`src/rtl/daq_regif_pkg.sv`:
```
package daq_regif_pkg;
  // word index = addr[3:1]
  localparam logic [2:0] IDX_DIO  = 3'd0;
  localparam logic [2:0] IDX_DAC  = 3'd1;
  localparam logic [2:0] IDX_ADC  = 3'd2;
  localparam logic [2:0] IDX_CSR  = 3'd3;
  localparam logic [2:0] IDX_CLK  = 3'd4;
  localparam logic [2:0] IDX_ENCD = 3'd6;
  localparam logic [2:0] IDX_ENCC = 3'd7;

  localparam int CTRL_W      = 13;
  localparam int CTRL_AO_LSB = 0;
  localparam int CTRL_CH_LSB = 3;
  localparam int CTRL_EN     = 6;
  localparam int CTRL_LD_LSB = 11;
  localparam int STAT_SETTLED = 3;
  localparam int STAT_DONE    = 4;

  typedef struct packed {
    logic dio;
    logic dac;
    logic adc;
    logic csr;
    logic clk;
    logic encd;
    logic encc;
  } port_sel_t;
endpackage

```
`src/rtl/daq_port_dec.sv`:
```
module daq_port_dec
  import daq_regif_pkg::*;
(
  input  logic [3:0] addr_i,
  output port_sel_t  sel_o
);
  always_comb begin
    sel_o = '0;
    if (!addr_i[0]) begin
      unique case (addr_i[3:1])
        IDX_DIO:  sel_o.dio  = 1'b1;
        IDX_DAC:  sel_o.dac  = 1'b1;
        IDX_ADC:  sel_o.adc  = 1'b1;
        IDX_CSR:  sel_o.csr  = 1'b1;
        IDX_CLK:  sel_o.clk  = 1'b1;
        IDX_ENCD: sel_o.encd = 1'b1;
        IDX_ENCC: sel_o.encc = 1'b1;
        default:  sel_o = '0;
      endcase
    end
  end
endmodule

```
`src/rtl/daq_adc_seq.sv`:
```
module daq_adc_seq #(
  parameter int N_AI       = 8,
  parameter int AI_W       = 13,
  parameter int SETTLE_CYC = 4,
  parameter int CONV_CYC   = 16,
  localparam int SEL_W = $clog2(N_AI),
  localparam int SW    = $clog2(SETTLE_CYC + 1),
  localparam int CW    = $clog2(CONV_CYC + 1)
) (
  input  logic                           clk_i,
  input  logic                           rst_ni,
  input  logic                           ctrl_wr_i,
  input  logic                           en_i,
  input  logic                           start_i,
  input  logic                           byte_rd_i,
  input  logic [SEL_W-1:0]               chan_i,
  input  logic [N_AI-1:0][AI_W-1:0]      ain_i,
  output logic                           settled_o,
  output logic                           done_o,
  output logic [7:0]                     byte_o
);
  logic [SW-1:0]    settle_cnt;
  logic [CW-1:0]    conv_cnt;
  logic [SEL_W-1:0] chan_q;
  logic [15:0]      res_q;
  logic             hi_q;

  always_ff @(posedge clk_i or negedge rst_ni) begin
    if (!rst_ni) begin
      settle_cnt <= '0;
      settled_o  <= 1'b0;
    end else if (ctrl_wr_i) begin
      settled_o  <= 1'b0;
      settle_cnt <= en_i ? SW'(SETTLE_CYC) : '0;
    end else if (settle_cnt != '0) begin
      settle_cnt <= settle_cnt - SW'(1);
      if (settle_cnt == SW'(1)) settled_o <= 1'b1;
    end
  end

  // converter stub: fixed latency, sample taken at completion
  always_ff @(posedge clk_i or negedge rst_ni) begin
    if (!rst_ni) begin
      conv_cnt <= '0;
      done_o   <= 1'b0;
      chan_q   <= '0;
      res_q    <= '0;
    end else if (start_i) begin
      conv_cnt <= CW'(CONV_CYC);
      done_o   <= 1'b0;
      chan_q   <= chan_i;
    end else if (conv_cnt != '0) begin
      conv_cnt <= conv_cnt - CW'(1);
      if (conv_cnt == CW'(1)) begin
        done_o <= 1'b1;
        res_q  <= 16'(ain_i[chan_q]);
      end
    end
  end

  always_ff @(posedge clk_i or negedge rst_ni) begin
    if (!rst_ni)        hi_q <= 1'b1;
    else if (start_i)   hi_q <= 1'b1;
    else if (byte_rd_i) hi_q <= ~hi_q;
  end

  assign byte_o = hi_q ? res_q[15:8] : res_q[7:0];
endmodule

```
`src/rtl/daq_dac_bank.sv`:
```
module daq_dac_bank #(
  parameter int N_AO = 8,
  parameter int AO_W = 12,
  localparam int SEL_W = $clog2(N_AO)
) (
  input  logic                      clk_i,
  input  logic                      rst_ni,
  input  logic                      wr_i,
  input  logic [SEL_W-1:0]          sel_i,
  input  logic [AO_W-1:0]           data_i,
  output logic [N_AO-1:0][AO_W-1:0] val_o,
  output logic [N_AO-1:0]           load_o
);
  for (genvar g = 0; g < N_AO; g++) begin : g_ch
    logic hit;
    assign hit = wr_i && (sel_i == SEL_W'(g));
    always_ff @(posedge clk_i or negedge rst_ni) begin
      if (!rst_ni) begin
        val_o[g]  <= '0;
        load_o[g] <= 1'b0;
      end else begin
        load_o[g] <= hit;
        if (hit) val_o[g] <= data_i;
      end
    end
  end
endmodule

```
`src/rtl/daq_regif.sv`:
```
module daq_regif
  import daq_regif_pkg::*;
#(
  parameter int N_AI       = 8,
  parameter int N_AO       = 8,
  parameter int DIO_W      = 16,
  parameter int AI_W       = 13,
  parameter int AO_W       = 12,
  parameter int SETTLE_CYC = 4,
  parameter int CONV_CYC   = 16,
  localparam int AI_SEL_W = $clog2(N_AI),
  localparam int AO_SEL_W = $clog2(N_AO)
) (
  input  logic                      clk_i,
  input  logic                      rst_ni,
  input  logic [3:0]                addr_i,
  input  logic                      wr_i,
  input  logic                      rd_i,
  input  logic [15:0]               wdata_i,
  output logic [15:0]               rdata_o,
  input  logic [DIO_W-1:0]          din_i,
  output logic [DIO_W-1:0]          dout_o,
  output logic [CTRL_W-1:0]         ctrl_o,
  input  logic [N_AI-1:0][AI_W-1:0] ain_i,
  output logic [N_AO-1:0][AO_W-1:0] dac_val_o,
  output logic [N_AO-1:0]           dac_load_o,
  output logic [15:0]               clk_div_o,
  output logic                      enc_wr_o,
  output logic                      enc_rd_o,
  output logic                      enc_cmd_o,
  output logic [7:0]                enc_wdata_o,
  input  logic [7:0]                enc_rdata_i
);
  port_sel_t  sel;
  logic       settled, done;
  logic [7:0] adc_byte;
  logic [15:0] stat;
  logic       dac_wr;

  daq_port_dec u_dec (.addr_i(addr_i), .sel_o(sel));

  always_ff @(posedge clk_i or negedge rst_ni) begin
    if (!rst_ni) begin
      dout_o    <= '0;
      ctrl_o    <= '0;
      clk_div_o <= '0;
    end else if (wr_i) begin
      if (sel.dio) dout_o    <= wdata_i[DIO_W-1:0];
      if (sel.csr) ctrl_o    <= wdata_i[CTRL_W-1:0];
      if (sel.clk) clk_div_o <= wdata_i;
    end
  end

  assign dac_wr = wr_i && sel.dac && (ctrl_o[CTRL_LD_LSB +: 2] == 2'b11);

  daq_dac_bank #(.N_AO(N_AO), .AO_W(AO_W)) u_dac (
    .clk_i  (clk_i),
    .rst_ni (rst_ni),
    .wr_i   (dac_wr),
    .sel_i  (ctrl_o[CTRL_AO_LSB +: AO_SEL_W]),
    .data_i (wdata_i[AO_W-1:0]),
    .val_o  (dac_val_o),
    .load_o (dac_load_o)
  );

  daq_adc_seq #(
    .N_AI(N_AI), .AI_W(AI_W), .SETTLE_CYC(SETTLE_CYC), .CONV_CYC(CONV_CYC)
  ) u_adc (
    .clk_i     (clk_i),
    .rst_ni    (rst_ni),
    .ctrl_wr_i (wr_i && sel.csr),
    .en_i      (wdata_i[CTRL_EN]),
    .start_i   (wr_i && sel.adc),
    .byte_rd_i (rd_i && sel.adc),
    .chan_i    (ctrl_o[CTRL_CH_LSB +: AI_SEL_W]),
    .ain_i     (ain_i),
    .settled_o (settled),
    .done_o    (done),
    .byte_o    (adc_byte)
  );

  always_comb begin
    stat = '0;
    stat[STAT_SETTLED] = settled;
    stat[STAT_DONE]    = done;
  end

  always_comb begin
    rdata_o = '0;
    if (rd_i) begin
      if (sel.dio)             rdata_o = 16'(din_i);
      if (sel.adc)             rdata_o = {8'h00, adc_byte};
      if (sel.csr)             rdata_o = stat;
      if (sel.clk)             rdata_o = clk_div_o;
      if (sel.encd | sel.encc) rdata_o = {8'h00, enc_rdata_i};
    end
  end

  assign enc_wr_o    = wr_i && (sel.encd || sel.encc);
  assign enc_rd_o    = rd_i && (sel.encd || sel.encc);
  assign enc_cmd_o   = sel.encc;
  assign enc_wdata_o = wdata_i[7:0];
endmodule

```
`config.mk`:
```
export PLATFORM = sky130hd
export DESIGN_NAME = daq_regif
export DESIGN_NICKNAME = d
export VERILOG_FILES = /design/src/rtl/daq_regif_pkg.sv /design/src/rtl/daq_port_dec.sv /design/src/rtl/daq_adc_seq.sv /design/src/rtl/daq_dac_bank.sv /design/src/rtl/daq_regif.sv
export SDC_FILE = /design/constraint.sdc
export NUM_CORES = 1
export LEC_CHECK = 0
export BUFFER_PORTS_ARGS = -buffer_cell sky130_fd_sc_hd__clkbuf_2
export CORE_MARGIN = 5
export CORE_UTILIZATION = 36
export DETAILED_ROUTE_END_ITERATION = 16
export GPL_TIMING_DRIVEN = 0
export PLACE_DENSITY = 0.68
export SKIP_LAST_GASP = 1
export SLEW_MARGIN = 20
export SYNTH_ARGS = -nofsm -noshare
export SYNTH_HDL_FRONTEND = slang
export SYNTH_SLANG_ARGS = --single-unit
export TNS_END_PERCENT = 10
```
`constraint.sdc`:
```
create_clock -name clk_i -period 3.1 [get_ports clk_i]
set_clock_uncertainty 0.2 [all_clocks]
set_input_delay 0 -clock clk_i [delete_from_list [all_inputs] [get_ports clk_i]]
set_output_delay 0 -clock clk_i [all_outputs]
set_load 0.1 [all_outputs]
```
==> impl_metrics.csv <==
group,metric,value,unit
setup_path,worstPathRequired,3.20,ns
synthesis,ys_async_sr_fraction,100,%
worst_hold_path,hold_path_class,"primary input to async pin",
global_route,grt_usage,19.9,%
routing,viasPerCell,4.96,
global_route,grt_remaining_overflow,0,
timing,fin_ws,-0.0468,ns
clock_tree,cts_buffer_depth,2,
clock_tree,cts_buffers,17,
timing,finalSetupTns,-0.133,ns
synthesis,synth_edf_count,0,
placement,hpwl,19800,um
global_route,grt_pass1_wl,39900,um
routing,drt-initial-drc-count,243,
timing,period_minus_slack,3.15,ns
cells_and_area,multi_input_area,0.00348,mm2
floorplanning,dieArea,0.0260,mm2
clock_tree,htreeDepth,4,
timing,rsz0062_at_grt,"yes",
power,p_leak,5.90,nW
cells_and_area,fillerInstances,1991,
routing,wl_per_cell,20.8,um
power,ir_worst_vdd,0.000336,V
setup_path,critical_path_class,"flop to flop",
setup_path,rr_worst_depth,6,
cells_and_area,nNetsFinal,1127,
global_route,grt_pass1_vias,6930,
clock_tree,path_clk_slew,0.07,ns
cells_and_area,area_delta_synth_final,39.0,%
placement,routabilityCongestion,0.889,
floorplanning,die_w,161,um
timing,setup_violations,4,
clock_tree,cts-root-buf,"clkbuf_16",
setup_path,crit_slowest_cell,"clkbuf_1",
timing,worstMarginPinSlew,1.02,ns
routing,antenna_left,0,
floorplanning,core,0.0226,mm2
cells_and_area,layout-drive-gt1-share,60.5,%
setup_path,end_kind,"flop",
power,finalPower,8.00,mW
clock_tree,clock-sinks,176,
cells_and_area,final_cell_mix,"clkbuf_2, dfrtp_1, mux2_2",
placement,port_buffers,324,
setup_path,r2r_end,"u_adc.res_q[6]",
clock_tree,cts_tree,"built",
setup_path,rrSetupSlack,-0.05,ns
job,cap_violations,0,
power,cellPowerDensity,699,mW/mm2
setup_path,cp-start-kind,"flop",
synthesis,netlist_area,0.00822,mm2
cells_and_area,final_common_cell,"clkbuf_2",
timing,slew_viol_final,0,
floorplanning,num_io_pins,328,
setup_path,cpPeakStageDelay,0.60,ns
floorplanning,initial_core_util,36.4,%
synthesis,ys_ff_latch,176,
synthesis,synthCells,566,
routing,totalWireLength,26300,um
clock_tree,clock_latency,0.42,ns
placement,dp.cells,1177,
timing,fmax,0.318,GHz
placement,pre_cts_slack,0.494,ns
timing,relSlewSlack,31.1,%
routing,drc,0,
setup_path,crit_chain,"clkbuf_1, clkbuf_1, mux4_2, dlygate4sd3_1, mux2_2, mux2_2",
floorplanning,placementRows,55,
routing,vias,6296,
synthesis,yosys_warnings,0,
synthesis,ys_seq_area_share,53.6,%
timing,period_share,102,%
setup_path,r2r_start,"u_adc.chan_q[1]",
global_route,antenna_found_initial,2,
synthesis,ys_types,48,
setup_path,critPathArrivalTime,3.25,ns
floorplanning,dieHeight,161,um
timing,hold_viol_final,11,
routing,dr.pass1.iters,5,
synthesis,synth_fp_nets,723,
synthesis,synth_ff_type,"dfrtp_1",
run_status,failed_checks,"negative hold slack, negative setup slack",
global_route,grt_start_max_net_pins,88,
run_status,outcome,"complete, but fails checks",
cells_and_area,final-seq-area,0.00441,mm2
setup_path,path_max_fanout,10,
timing,holdWs,-0.0212,ns
synthesis,synth_area_per_cell,14.5,um2
cells_and_area,final_cells,1269,
## area by class of cell
| class | instances | share of cell area, % |
|---|---|---|
| well taps | 285 | 3.12 |
| clock buffers | 20 | 3.99 |
| diodes | 2 | 0.0438 |
| plain buffers | 54 | 2.57 |
| multi-input cells | 321 | 30.4 |
| repair buffers | 385 | 19.9 |
| clock inverters | 11 | 0.919 |
| inverters | 15 | 0.493 |
| flip-flops and latches | 176 | 38.5 |
## what timing repair did
item                                    CTS  global route
hold endpoints to repair                221             1
hold buffers                             58             1
endpoints found under the setup margin    0             9
buffers inserted                          0             0
gates resized for setup                   0             1
## state kept, by name (all words and copies together), names as in the netlist
| register | cells |
|---|---|
| u_dac.val_o | 96 |
| clk_div_o | 16 |
| dout_o | 16 |
| ctrl_o | 13 |
| u_adc.res_q | 13 |
| u_dac.load_o | 8 |
| u_adc.conv_cnt | 5 |
| u_adc.chan_q | 3 |
| u_adc.settle_cnt | 3 |
| u_adc.done_o | 1 |
| u_adc.hi_q | 1 |
| u_adc.settled_o | 1 |
## power by group
| group | total, mW | leakage (nW) | internal (mW) | switching, mW |
|---|---|---|---|---|
| clock network | 2.05 | 0.277 | 1.15 | 0.900 |
| registers | 2.87 | 2.32 | 2.63 | 0.237 |
| logic | 3.08 | 3.30 | 0.987 | 2.09 |
## worst max-delay path, delay by kind of cell, from the launching register on
kind / cells / cell delay (ns)
muxes: 3 / 0.95
DFF: 1 / 0.32
buffers and inverters: 3 / 1.58
## worst max-delay path by stage
stage	startpoint	slack (ns)	to
after floorplan	u_adc.hi_q	-0.41	rdata_o[1]
after global placement	rst_ni	-1.51	u_adc.res_q[7]
after detailed placement	u_adc.chan_q[1]	0.49	u_adc.res_q[10]
after CTS	u_adc.chan_q[1]	0.009	u_adc.res_q[6]
after global routing	u_adc.chan_q[1]	-0.12	u_adc.res_q[7]
final	u_adc.chan_q[1]	-0.05	u_adc.res_q[6]
## routing by layer
metal / wire [um] / up-vias / global-route usage [%]
met2: 13700 / 259 / 36.5
li1: - / 2865 / -
met5: 0 / - / 0
met3: 2110 / 41 / 6.46
met4: 870 / 0 / 7.99
met1: 9650 / 3131 / 21.1
## cell families (layout without fill, tap and decap cells)
logic type | count (synthesis) | in the layout | synth area share (%)
and+or+nand+nor | 70 | 70 | 5.36
AOI/OAI and AO/OA | 43 | 43 | 3.97
muxes | 202 | 202 | 32.0
adders and majority gates | 5 | 5 | 0.761
DFF | 176 | 176 | 53.6
buffers and inverters | 69 | 485 | 4.26
xor gates and xnor gates | 1 | 1 | 0.107
other | 0 | 2 | 0
## stage by stage
| stage | utilization (%) | hold WS [ns] | cell area, um2 |
|---|---|---|---|
| 3_3_place_gp | 45.2 | 0.0496 | 10200 |
| 4_1_cts | 50.5 | 0.000662 | 11400 |
| 3_5_place_dp | 45.5 | -0.378 | 10300 |
| 6_report | 50.6 | -0.0212 | 11400 |
| 2_1_floorplan | - | -0.496 | 8220 |
| 5_1_grt | 50.6 | 0.00974 | 11400 |
## synth_stat cells, types with 2 or more instances
cell,instances,share of area (%)
mux2_4,18,3.3
nor2b_1,3,0.23
mux4_2,26,7.1
buf_6,3,0.41
nand3b_1,5,0.46
a211oi_1,2,0.18
and4_1,2,0.21
a221oi_1,5,0.53
and2_1,4,0.30
clkbuf_1,24,1.1
nor4_1,2,0.15
buf_2,13,0.79
buf_4,14,1.3
dfrtp_1,175,53
a222oi_1,3,0.37
nor4b_2,2,0.37
mux2_2,154,21
nand4_1,2,0.15
a21boi_0,4,0.37
inv_1,15,0.68
or3_1,3,0.23
and3b_1,2,0.21
nand2b_1,3,0.23
ha_1,5,0.76
or4_1,2,0.18
a22oi_1,8,0.73
o21ai_0,6,0.37
nand2_1,10,0.46
a21oi_1,8,0.49
mux2i_1,4,0.49
nor2_1,22,1.0
Power figures use the tool's default switching activity.
